## src/rtl/evctr_pkg.sv

```systemverilog
`timescale 1ns/1ps
package evctr_pkg;

    localparam int ADDR_W      = 16;
    localparam int DATA_W      = 64;
    localparam int REG_W       = 32;
    localparam int CODE_W      = 8;
    localparam int CODES_PER_W = REG_W / CODE_W;
    localparam int EVT_NUM     = 13;
    localparam int EVT_IDX_W   = $clog2(EVT_NUM);
    localparam int RUN_BIT     = 17;

    localparam logic [ADDR_W-1:0] OFS_CTRL  = 16'h0408;
    localparam logic [ADDR_W-1:0] OFS_IMASK = 16'h0800;
    localparam logic [ADDR_W-1:0] OFS_FLAG  = 16'h0808;
    localparam logic [ADDR_W-1:0] OFS_CLR   = 16'h080C;
    localparam logic [ADDR_W-1:0] OFS_ENA   = 16'h1C00;
    localparam logic [ADDR_W-1:0] OFS_CODE  = 16'h1D00;
    localparam logic [ADDR_W-1:0] OFS_SLOT  = 16'h1E00;

    typedef enum logic [2:0] {
        RK_NONE, RK_CTRL, RK_IMASK, RK_FLAG, RK_CLR, RK_ENA, RK_CODE, RK_SLOT
    } reg_kind_e;

    typedef struct packed {
        reg_kind_e  kind;
        logic [7:0] slot;
    } reg_dec_t;

    typedef struct packed {
        logic                 hit;
        logic [EVT_IDX_W-1:0] idx;
    } evt_route_t;

    function automatic reg_dec_t decode_addr(logic [ADDR_W-1:0] a, int num_ctr, int num_code);
        reg_dec_t          d;
        logic [ADDR_W-1:0] off;
        d.kind = RK_NONE;
        d.slot = '0;
        off    = '0;
        if (a == OFS_CTRL)       d.kind = RK_CTRL;
        else if (a == OFS_IMASK) d.kind = RK_IMASK;
        else if (a == OFS_FLAG)  d.kind = RK_FLAG;
        else if (a == OFS_CLR)   d.kind = RK_CLR;
        else if (a == OFS_ENA)   d.kind = RK_ENA;
        else if (a >= OFS_CODE && a < OFS_CODE + ADDR_W'(4 * num_code) && a[1:0] == 2'b00) begin
            off    = a - OFS_CODE;
            d.kind = RK_CODE;
            d.slot = off[9:2];
        end else if (a >= OFS_SLOT && a < OFS_SLOT + ADDR_W'(8 * num_ctr) && a[2:0] == 3'b000) begin
            off    = a - OFS_SLOT;
            d.kind = RK_SLOT;
            d.slot = off[10:3];
        end
        return d;
    endfunction

    function automatic evt_route_t route_code(logic [CODE_W-1:0] code);
        evt_route_t r;
        r.hit = 1'b1;
        r.idx = '0;
        if (code <= 8'h04)                        r.idx = EVT_IDX_W'(code);
        else if (code >= 8'h20 && code <= 8'h23)  r.idx = EVT_IDX_W'(code - 8'h20 + 8'd5);
        else if (code == 8'h29)                   r.idx = EVT_IDX_W'(9);
        else if (code >= 8'h40 && code <= 8'h42)  r.idx = EVT_IDX_W'(code - 8'h40 + 8'd10);
        else                                      r.hit = 1'b0;
        return r;
    endfunction

endpackage

```

## src/rtl/evctr_sel.sv

```systemverilog
`timescale 1ns/1ps
module evctr_sel
    import evctr_pkg::*;
(
    input  logic [CODE_W-1:0]  code,
    input  logic [EVT_NUM-1:0] evt,
    output logic               pulse
);
    evt_route_t route;

    always_comb begin
        route = route_code(code);
        pulse = route.hit && evt[route.idx];
    end
endmodule

```

## src/rtl/evctr_cnt.sv

```systemverilog
`timescale 1ns/1ps
module evctr_cnt #(
    parameter int W = 48
) (
    input  logic         clk,
    input  logic         rst,
    input  logic         inc,
    input  logic         ld,
    input  logic [W-1:0] ld_val,
    output logic [W-1:0] cnt,
    output logic         ovf
);
    always_ff @(posedge clk) begin
        if (rst)      cnt <= '0;
        else if (ld)  cnt <= ld_val;
        else if (inc) cnt <= cnt + 1'b1;
    end

    assign ovf = inc && !ld && (&cnt);

    AST_CNT_STEP: assert property (@(posedge clk) disable iff (rst)
        (inc && !ld) |=> (cnt == $past(cnt) + 1'b1));
    AST_CNT_IDLE: assert property (@(posedge clk) disable iff (rst)
        (!inc && !ld) |=> $stable(cnt));
    AST_CNT_LOAD: assert property (@(posedge clk) disable iff (rst)
        ld |=> (cnt == $past(ld_val)));
endmodule

```

## src/rtl/evctr_unit.sv

```systemverilog
`timescale 1ns/1ps
module evctr_unit
    import evctr_pkg::*;
#(
    parameter int NUM_CTR = 8,
    parameter int CTR_W   = 48
) (
    input  logic               clk,
    input  logic               rst,
    input  logic               reg_wr,
    input  logic [15:0]        reg_addr,
    input  logic [63:0]        reg_wdata,
    output logic [63:0]        reg_rdata,
    input  logic [12:0]        evt_in,
    output logic               irq
);
    localparam int NUM_CODE = (NUM_CTR + CODES_PER_W - 1) / CODES_PER_W;

    reg_dec_t           dec;
    logic               run_q;
    logic [NUM_CTR-1:0] ena_q, mask_q, flag_q;
    logic [REG_W-1:0]   code_q [NUM_CODE];
    logic [CTR_W-1:0]   cnt    [NUM_CTR];
    logic [NUM_CTR-1:0] hit, inc, ld, ovf, clr_bits;

    assign dec      = decode_addr(reg_addr, NUM_CTR, NUM_CODE);
    assign clr_bits = (reg_wr && dec.kind == RK_CLR) ? reg_wdata[NUM_CTR-1:0] : '0;

    always_ff @(posedge clk) begin
        if (rst) begin
            run_q  <= 1'b0;
            ena_q  <= '0;
            mask_q <= '1;
            flag_q <= '0;
        end else begin
            if (reg_wr && dec.kind == RK_CTRL)  run_q  <= reg_wdata[RUN_BIT];
            if (reg_wr && dec.kind == RK_ENA)   ena_q  <= reg_wdata[NUM_CTR-1:0];
            if (reg_wr && dec.kind == RK_IMASK) mask_q <= reg_wdata[NUM_CTR-1:0];
            flag_q <= (flag_q & ~clr_bits) | ovf;
        end
    end

    generate
        for (genvar s = 0; s < NUM_CODE; s++) begin : g_code
            always_ff @(posedge clk) begin
                if (rst)
                    code_q[s] <= '0;
                else if (reg_wr && dec.kind == RK_CODE && dec.slot == 8'(s))
                    code_q[s] <= reg_wdata[REG_W-1:0];
            end
        end

        for (genvar n = 0; n < NUM_CTR; n++) begin : g_ctr
            evctr_sel u_sel (
                .code  (code_q[n / CODES_PER_W][CODE_W*(n % CODES_PER_W) +: CODE_W]),
                .evt   (evt_in),
                .pulse (hit[n])
            );

            assign inc[n] = run_q && ena_q[n] && hit[n];
            assign ld[n]  = reg_wr && dec.kind == RK_SLOT && dec.slot == 8'(n);

            evctr_cnt #(.W(CTR_W)) u_cnt (
                .clk    (clk),
                .rst    (rst),
                .inc    (inc[n]),
                .ld     (ld[n]),
                .ld_val (reg_wdata[CTR_W-1:0]),
                .cnt    (cnt[n]),
                .ovf    (ovf[n])
            );

            AST_WRAP_FLAG: assert property (@(posedge clk) disable iff (rst)
                ovf[n] |=> flag_q[n]);
            AST_CLR_DROPS: assert property (@(posedge clk) disable iff (rst)
                (clr_bits[n] && !ovf[n]) |=> !flag_q[n]);
            AST_FLAG_HELD: assert property (@(posedge clk) disable iff (rst)
                (flag_q[n] && !clr_bits[n]) |=> flag_q[n]);
        end
    endgenerate

    assign irq = |(flag_q & ~mask_q);

    always_comb begin
        reg_rdata = '0;
        case (dec.kind)
            RK_CTRL:  reg_rdata[RUN_BIT]     = run_q;
            RK_IMASK: reg_rdata[NUM_CTR-1:0] = mask_q;
            RK_FLAG:  reg_rdata[NUM_CTR-1:0] = flag_q;
            RK_ENA:   reg_rdata[NUM_CTR-1:0] = ena_q;
            RK_CODE: begin
                for (int s = 0; s < NUM_CODE; s++)
                    if (dec.slot == 8'(s)) reg_rdata[REG_W-1:0] = code_q[s];
            end
            RK_SLOT: begin
                for (int n = 0; n < NUM_CTR; n++)
                    if (dec.slot == 8'(n)) reg_rdata[CTR_W-1:0] = cnt[n];
            end
            default: reg_rdata = '0;
        endcase
    end

    AST_IRQ_ALL_MASKED: assert property (@(posedge clk) disable iff (rst)
        (mask_q == '1) |-> !irq);
    AST_SLOT_UPPER_ZERO: assert property (@(posedge clk) disable iff (rst)
        (dec.kind == RK_SLOT) |-> (reg_rdata[DATA_W-1:CTR_W] == '0));
endmodule

```

## config.mk

```make
export PLATFORM = sky130hd
export DESIGN_NAME = evctr_unit
export DESIGN_NICKNAME = d
export VERILOG_FILES = /design/src/rtl/evctr_pkg.sv /design/src/rtl/evctr_sel.sv /design/src/rtl/evctr_cnt.sv /design/src/rtl/evctr_unit.sv
export SDC_FILE = /design/constraint.sdc
export NUM_CORES = 2
export LEC_CHECK = 0
export ABC_AREA = 1
export BUFFER_PORTS_ARGS = -buffer_cell sky130_fd_sc_hd__buf_2
export CAP_MARGIN = 20
export CORE_AREA = 2 2 190 332
export CTS_CLUSTER_SIZE = 14
export DETAILED_ROUTE_END_ITERATION = 16
export DIE_AREA = 0 0 192 334
export HOLD_SLACK_MARGIN = 0.12
export PLACE_DENSITY = 0.83
export SYNTH_ARGS = -nofsm -noshare
export SYNTH_HDL_FRONTEND = slang
export SYNTH_SLANG_ARGS = --single-unit
```

## constraint.sdc

```tcl
create_clock -name clk -period 7.1 [get_ports clk]
set_clock_uncertainty 0.15 [all_clocks]
set_input_delay 0.355 -clock clk [delete_from_list [all_inputs] [get_ports clk]]
set_output_delay 0.355 -clock clk [all_outputs]
set_load 0.005 [all_outputs]
```

Yosys cells after proc, flatten, opt, wreduce, memory -nomap -nowiden
Memories as Yosys holds them, arrays and structs flattened.
Cells that the tools add are included.
{"block": "classes", "n_addsub": 42, "n_eq_ne": 27, "n_shift": 0, "n_bitwise": 7, "multipliers": 0, "muxes": 134, "div_mod_pow": 0, "reduce_logical": 104, "order_cmp": 52}
{"cell": "2-to-1 mux 48 bit", "count": 24}
{"cell": "adder 48 x 1 -> 48 bit (second input constant)", "count": 8}
{"cell": "AND reduction 48 bit", "count": 8}
{"cell": "2-to-1 mux 32 bit", "count": 4}
{"cell": "2-to-1 mux 4 bit", "count": 32}
{"cell": "logical AND 1 bit", "count": 76}
{"cell": "== test 8 x 6 -> 1 bit (second input constant)", "count": 8}
{"cell": "greater-or-equal comparator 8 x 6 -> 1 bit (second input constant)", "count": 8}
{"cell": "greater-or-equal comparator 8 x 7 -> 1 bit (second input constant)", "count": 8}
{"cell": "less-or-equal comparator 8 x 3 -> 1 bit (second input constant)", "count": 8}
{"cell": "less-or-equal comparator 8 x 6 -> 1 bit (second input constant)", "count": 8}
{"cell": "less-or-equal comparator 8 x 7 -> 1 bit (second input constant)", "count": 8}
{"cell": "subtractor 4 x 1 -> 4 bit (second input constant)", "count": 16}
{"cell": "== test 16 x 12 -> 1 bit (second input constant)", "count": 3}
{"cell": "2-to-1 mux 1 bit", "count": 48}
{"cell": "2-to-1 mux 8 bit", "count": 6}
{"cell": "< comparator 4 x 5 -> 1 bit (second input constant)", "count": 8}
{"cell": "one-hot mux 8 bit (5 select lines)", "count": 1}
{"cell": "adder 4 x 3 -> 4 bit (second input constant)", "count": 8}
{"cell": "adder 4 bit (second input constant)", "count": 8}
{"cell": "binary-select mux 1 bit (select 4 bit)", "count": 8}
{"cell": "== test 8 x 3 -> 1 bit (second input constant)", "count": 4}
{"cell": "greater-or-equal comparator 16 x 13 -> 1 bit (second input constant)", "count": 2}
{"cell": "< comparator 16 x 13 -> 1 bit (second input constant)", "count": 2}
{"cell": "25 further kinds", "count": 52}
{"block": "totals", "ramBits": 64, "memories": 1, "romBits": 0, "regBits": 409, "out_inout_bits": 65, "wordCells": 379, "input_bits": 96, "latch_bits": 0}
{"memory": "code_q", "depth": 2, "word_bits": 32, "read_ports": 2, "rd_clocked_by_memory_dff": 0, "wr": 2, "line": "evctr_unit.sv:22", "source": "logic [REG_W-1:0] code_q [NUM_CODE];"}

Logic depth before layout (Yosys ltp)
{"block": "logic_depth", "depth_word": 20, "mapped_depth": 24, "depth_no_buf": 23}

Hierarchy
From an unflattened synthesis, not the netlist that was laid out.
{"block": "hier_totals", "hier_cells": 6568, "area_unflattened_um2": 39790.7}
{"module": "evctr_cnt", "seq_area_each_um2": 960.9, "n_inst": 8, "area_per_inst_um2": 3354.5, "cells_each": 549}
{"module": "evctr_unit", "seq_area_each_um2": 2422.3, "n_inst": 1, "area_per_inst_um2": 8921.1, "cells_each": 1472}
{"module": "evctr_sel", "seq_area_each_um2": 0.0, "n_inst": 8, "area_per_inst_um2": 504.2, "cells_each": 88}

Least setup slack after synthesis
OpenSTA, ideal clock, no wires.
{"block": "synth_timing", "kind": "input to register", "startpoint": "in reg_addr[8]", "endpoint": "mem code_q[1][0], enable pin", "arrival_time_ns": 2.760, "required_ns": 6.561, "path_stages": 15, "n_path_buf": 1, "setup_slack_ns": 3.801, "setup_ns": 0.389, "cell_sequence": "inv_1 > ha_1 > nand3_1 > nor2_1 > nand3_1 > o21ai_1 > inv_2 > nand2_2 > nor2_4 > nor2_8 > nand2_2 > nor2_2 > clkbuf_1 > nand2_1 > nand2_1"}
{"item": "start: declaration", "line": "evctr_unit.sv:11", "source": "input logic [15:0] reg_addr,"}
{"item": "end: declaration", "line": "evctr_unit.sv:22"}

Worst setup path in the final report
{"block": "layout_timing", "startpoint": "in reg_addr[4]", "endpoint": "out reg_rdata[11]"}
{"block": "layout_between", "elab_chain_cells": 20, "word_cells_on_any_way": 48, "classes_between": "add/sub: 2; order compare: 4; eq/ne: 14; mux: 23; reduce/logical: 5"}
{"item": "greater-or-equal comparator 16 x 13 -> 1 bit or < comparator 16 x 13 -> 1 bit (tied branches)", "line": "evctr_pkg.sv:50", "source": "end else if (a >= OFS_SLOT && a < OFS_SLOT + ADDR_W'(8 * num_ctr) && a[2:0] == 3'b000) begin"}
{"item": "logical AND 1 bit (2 in series)", "line": "evctr_pkg.sv:50"}
{"item": "2-to-1 mux 11 bit", "line": "evctr_pkg.sv:50"}
{"item": "2-to-1 mux 11 bit", "line": "evctr_pkg.sv:46", "source": "else if (a >= OFS_CODE && a < OFS_CODE + ADDR_W'(4 * num_code) && a[1:0] == 2'b00) begin"}
{"item": "2-to-1 mux 8 bit", "line": "evctr_pkg.sv:45", "source": "else if (a == OFS_ENA) d.kind = RK_ENA;"}
{"item": "2-to-1 mux 8 bit", "line": "evctr_pkg.sv:44", "source": "else if (a == OFS_CLR) d.kind = RK_CLR;"}
{"item": "2-to-1 mux 8 bit", "line": "evctr_pkg.sv:43", "source": "else if (a == OFS_FLAG) d.kind = RK_FLAG;"}
{"item": "2-to-1 mux 8 bit", "line": "evctr_pkg.sv:42", "source": "else if (a == OFS_IMASK) d.kind = RK_IMASK;"}
{"item": "2-to-1 mux 8 bit", "line": "evctr_pkg.sv:41", "source": "if (a == OFS_CTRL) d.kind = RK_CTRL;"}
{"item": "zero test 8 bit", "line": "evctr_unit.sv:93, evctr_unit.sv:97"}
{"item": "2-to-1 mux 48 bit (8 in series)", "line": "evctr_unit.sv:97", "source": "if (dec.slot == 8'(n)) reg_rdata[CTR_W-1:0] = cnt[n];"}
{"item": "one-hot mux 9 bit (2 select lines) (*)", "line": "evctr_unit.sv:86", "source": "case (dec.kind)"}
{"item": "end: declaration", "line": "evctr_unit.sv:13", "source": "output logic [63:0] reg_rdata,"}
Every way passes the cells marked *; elsewhere a longest branch is shown, timed or not.

==> summary.md <==
| Metric | Value |
|---|---|
| Status | `completed` |
| Grt total ovfl | `0` |
| Largest area contributor in the netlist | `dfxtp_1` |
| Routability congestion estimate | `~1.1` |
| Ys Warns | `0` |
| Initial antenna violation count | `6` |
| Finish-stage setup viols | `0` |
| Max_cap viols | `0` |
| GR Util All Layers | `0.492` |
| Initial Util | `0.640` |
| Final Max Tran Viols | `0` |
| Largest net degree at the start of global routing | `approximately 180` |
| R2R Path Start | `code_q[0][25]$_SDFFCE_PN0P_` |
| RSZ-0062 raised after global routing | `no` |
| CP bufs+invs | `5` |
| Crit end category | `output pin` |
| Post-Place Cell Area | `39,900 µm²` |
| Most common cell after layout, fill and taps aside | `nand2_1` |
| Area grow syn2layout | `6.18%` |
| Most frequent cells in the layout | `nand2_1, nand3_1, inv_1` |
| Die height | `between 300 and 400 µm` |
| Root Driver | `clkbuf_16` |
| Top delay family on crit path | `simple AND/OR/NAND/NOR gates` |
| Top cell type's share of synthesized area | `0.207` |
| Power density cells | `around 140 nW/µm²` |
| Synth Area in XOR/XNOR | `0.0756` |
| CTS resizes | `0` |
| Crit-path most repeated cell | `nand2_1` |
| Hold Crit Class | `input port to flip-flop` |
| Largest cells by area after synthesis | `dfxtp_1, nand2_1, nand3_1, inv_1, xor2_1` |
| R2R Path End | `g_ctr[3].u_cnt.cnt[35]$_SDFFE_PP0P_` |
| WHS Endpoint | `g_ctr[4].u_cnt.cnt[1]$_SDFFE_PP0P_` |
| Clock Latency Late Sink | `between 0.6 and 0.7 ns` |
| Simple-gate portion of the synthesized area | `0.462` |
| CTS tree | `built` |
| Yosys reg bits | `473` |
| Remaining DRCs | `0` |
| I/O Buffers | `around 130` |
| Seq/Total Area, Yosys | `0.256` |
| DR vias/cell | `approximately 6` |
| Endpoints failing hold | `0` |
| Layout Utilization | `0.679` |
| Hold depth | `5` |
| Distinct cell type count after synthesis | `slightly below 60` |
| H-Tree Depth | `2` |
| Max Freq | `208 MHz` |
| Clock buffer depth | `3` |
| Fraction of registers with async set/reset | `0` |
| Crit start category | `input port` |
| Drt pass-1 iters | `10` |
| Routed Antenna Nets | `0` |
| Final WS setup | `2.29 ns` |
| Inserted Clock Buffers | `48` |
| Mux share of post-synthesis cell area | `0` |
| Largest family of logic cells by synthesized area | `simple AND/OR/NAND/NOR gates` |
| Final Instance Area | `roughly 42,000 µm²` |
| Post-synthesis adder-cell area fraction | `0.0174` |
| Die W | `about 190 µm` |
| Iteration-0 DRC Markers | `between 4,000 and 5,000` |
| Clk pin slew, worst setup/hold paths | `~0.070 ns` |
| Cells along the critical path | `buf_2, nor2_1, nand2_1, nor2_2, nand2_1, nand2_2, nand2_4, nand2_2, nand2_1, nor2_2, inv_1, nand3_1, buf_4, clkinv_1, nand2_1, nand4_1, o21ai_0, nand2_1, buf_2` |
| Synth Area in Compound Gates | `0.0579` |
| Worst r2r path cells | `19` |
| Slew @ Worst Pin | `1.46 ns` |
| Postcts setup bufs | `0` |
| Rows | `roughly 120` |
| First-pass GRT wire length | `241 mm` |
| Mean Syn Cell Area | `5.91 µm²` |
| Die area | `64,100 µm²` |
| Final min period | `approximately 4.8 ns` |
| Worst path max stage delay | `0.76 ns` |
| Hold path startpoint | `reg_wdata[1]` |
| Share of post-route cells with drive strength above 1 | `0.0559` |
| Hold buffer count at cts | `43` |
| Core ar. | `61,800 µm²` |
| Synth Instances | `6,689` |
| Setup TNS | `0 ns` |
| CTS Sinks | `473` |
| Worst R2R Setup Slack | `roughly 2.4 ns` |
| Place WS | `2.50 ns` |
| Synth Cell Area | `39,500 µm²` |
| Max_slew headroom | `0.0197` |
| Via count | `45,500` |
| Post-synth EDFFs | `64` |
| Maximum VDD drop | `around 0.2 mV` |
| Nets | `6,755` |
| Final period utilization | `0.678` |
| Slowest library cell on the worst path | `clkinv_1` |
| Arr. time, crit path | `between 4 and 5 ns` |
| Vias in the first global route | `about 43,000` |
| Crit-path max FO | `20` |
| Ys flop type | `dfxtp_1` |
| Setup Crit Path Kind | `input port to output pin` |
| Post-DP HPWL | `between 100 and 150 mm` |
| Io pins | `between 150 and 200` |
| # fillers | `approximately 6,000` |
| Leakage | `between 20 and 25 nW` |
| Total power | `5.89 mW` |
| Post-Route WL | `roughly 160 mm` |
| Routed WL per cell | `~21 µm` |
| CP Data Required Time | `about 6.6 ns` |
==> layout make-up <==
type / instances / area, µm² / share of cell area
multi-input combinational: 4939 / 24300 / 0.580
sequential: 473 / 10100 / 0.241
inverter: 915 / 3440 / 0.0820
timing repair buffer: 227 / 1500 / 0.0358
clock buffer: 70 / 1420 / 0.0339
tap: 799 / 1000 / 0.0238
clock inverter: 15 / 158 / 0.00376
antenna: 4 / 10.0 / 0.000239
==> routing by layer <==
layer	wire length [µm]	GRT usage	up-vias
li1	-	-	21300
met1	50400	0.495	20500
met2	72700	0.802	2736
met3	17000	0.129	1005
met4	19600	0.493	2
met5	17	0	-
==> state kept, by name, indices dropped and copies added, names as in the netlist <==
register	cells
code_q	64
ena_q	8
run_q	1
flag_q	8
mask_q	8
g_ctr.u_cnt.cnt	384
==> worst max path at each step <==
| stage | start | to | slack (ns) | cells past startpoint |
|---|---|---|---|---|
| after global routing | code_q[0][25]$_SDFFCE_PN0P_ | g_ctr[3].u_cnt.cnt[39]$_SDFFE_PP0P_ | 1.99 | 19 |
| after detailed placement | reg_addr[4] | reg_rdata[11] | 2.50 | 19 |
| final | reg_addr[4] | reg_rdata[11] | 2.29 | 19 |
| after CTS | reg_addr[4] | reg_rdata[11] | 2.48 | 19 |
| after floorplan | reg_addr[8] | code_q[1][0]$_SDFFCE_PN0P_ | 3.80 | 15 |
| after global placement | reg_addr[4] | reg_rdata[11] | 2.50 | 19 |
==> tightest hold or removal path, cell delays in order <==
cell and delay [ns]:
buf_2 0.24, nand2_1 0.12, nand3_1 0.07, nand2_1 0.05
inv_1 0.03
==> power by group <==
part           leakage [nW]  switching, mW  internal [mW]
clock network         0.776           1.19           1.49
registers              3.90         0.0184           2.73
logic                  15.4          0.358          0.107
total                  20.1           1.56           4.33
==> cell usage after synthesis, types with 30 or more instances <==
master	number
nand2_1	1871
nand3_1	1301
inv_1	882
nor2_1	491
dfxtp_1	409
xor2_1	279
a21oi_1	164
clkbuf_1	161
nor3_1	153
buf_2	136
nand4_1	126
o21ai_0	101
nor4_1	79
edfxtp_1	64
xnor2_1	62
ha_1	55
o22ai_1	36
buf_1	33
inv_2	30
==> through the flow <==
step	hold slack, ns	instances
final	0.143	7442
after CTS	0.120	7437
after detailed placement	0.314	7309
after global routing	0.145	7440
after floorplan	0.296	6704
after global placement	0.308	7308
==> logic make-up (layout without fill, tap and decap cells) <==
logic type,count (synthesis),count (layout)
AO/OA/AOI/OAI,404,404
buffers and inverters,1292,1227
adder cells (fa/ha/maj),55,55
other,1,20
XOR/XNOR,341,341
AND/OR/NAND/NOR,4123,4123
flip-flops,473,473
Note: power is estimated with default switching activity, not from simulation.
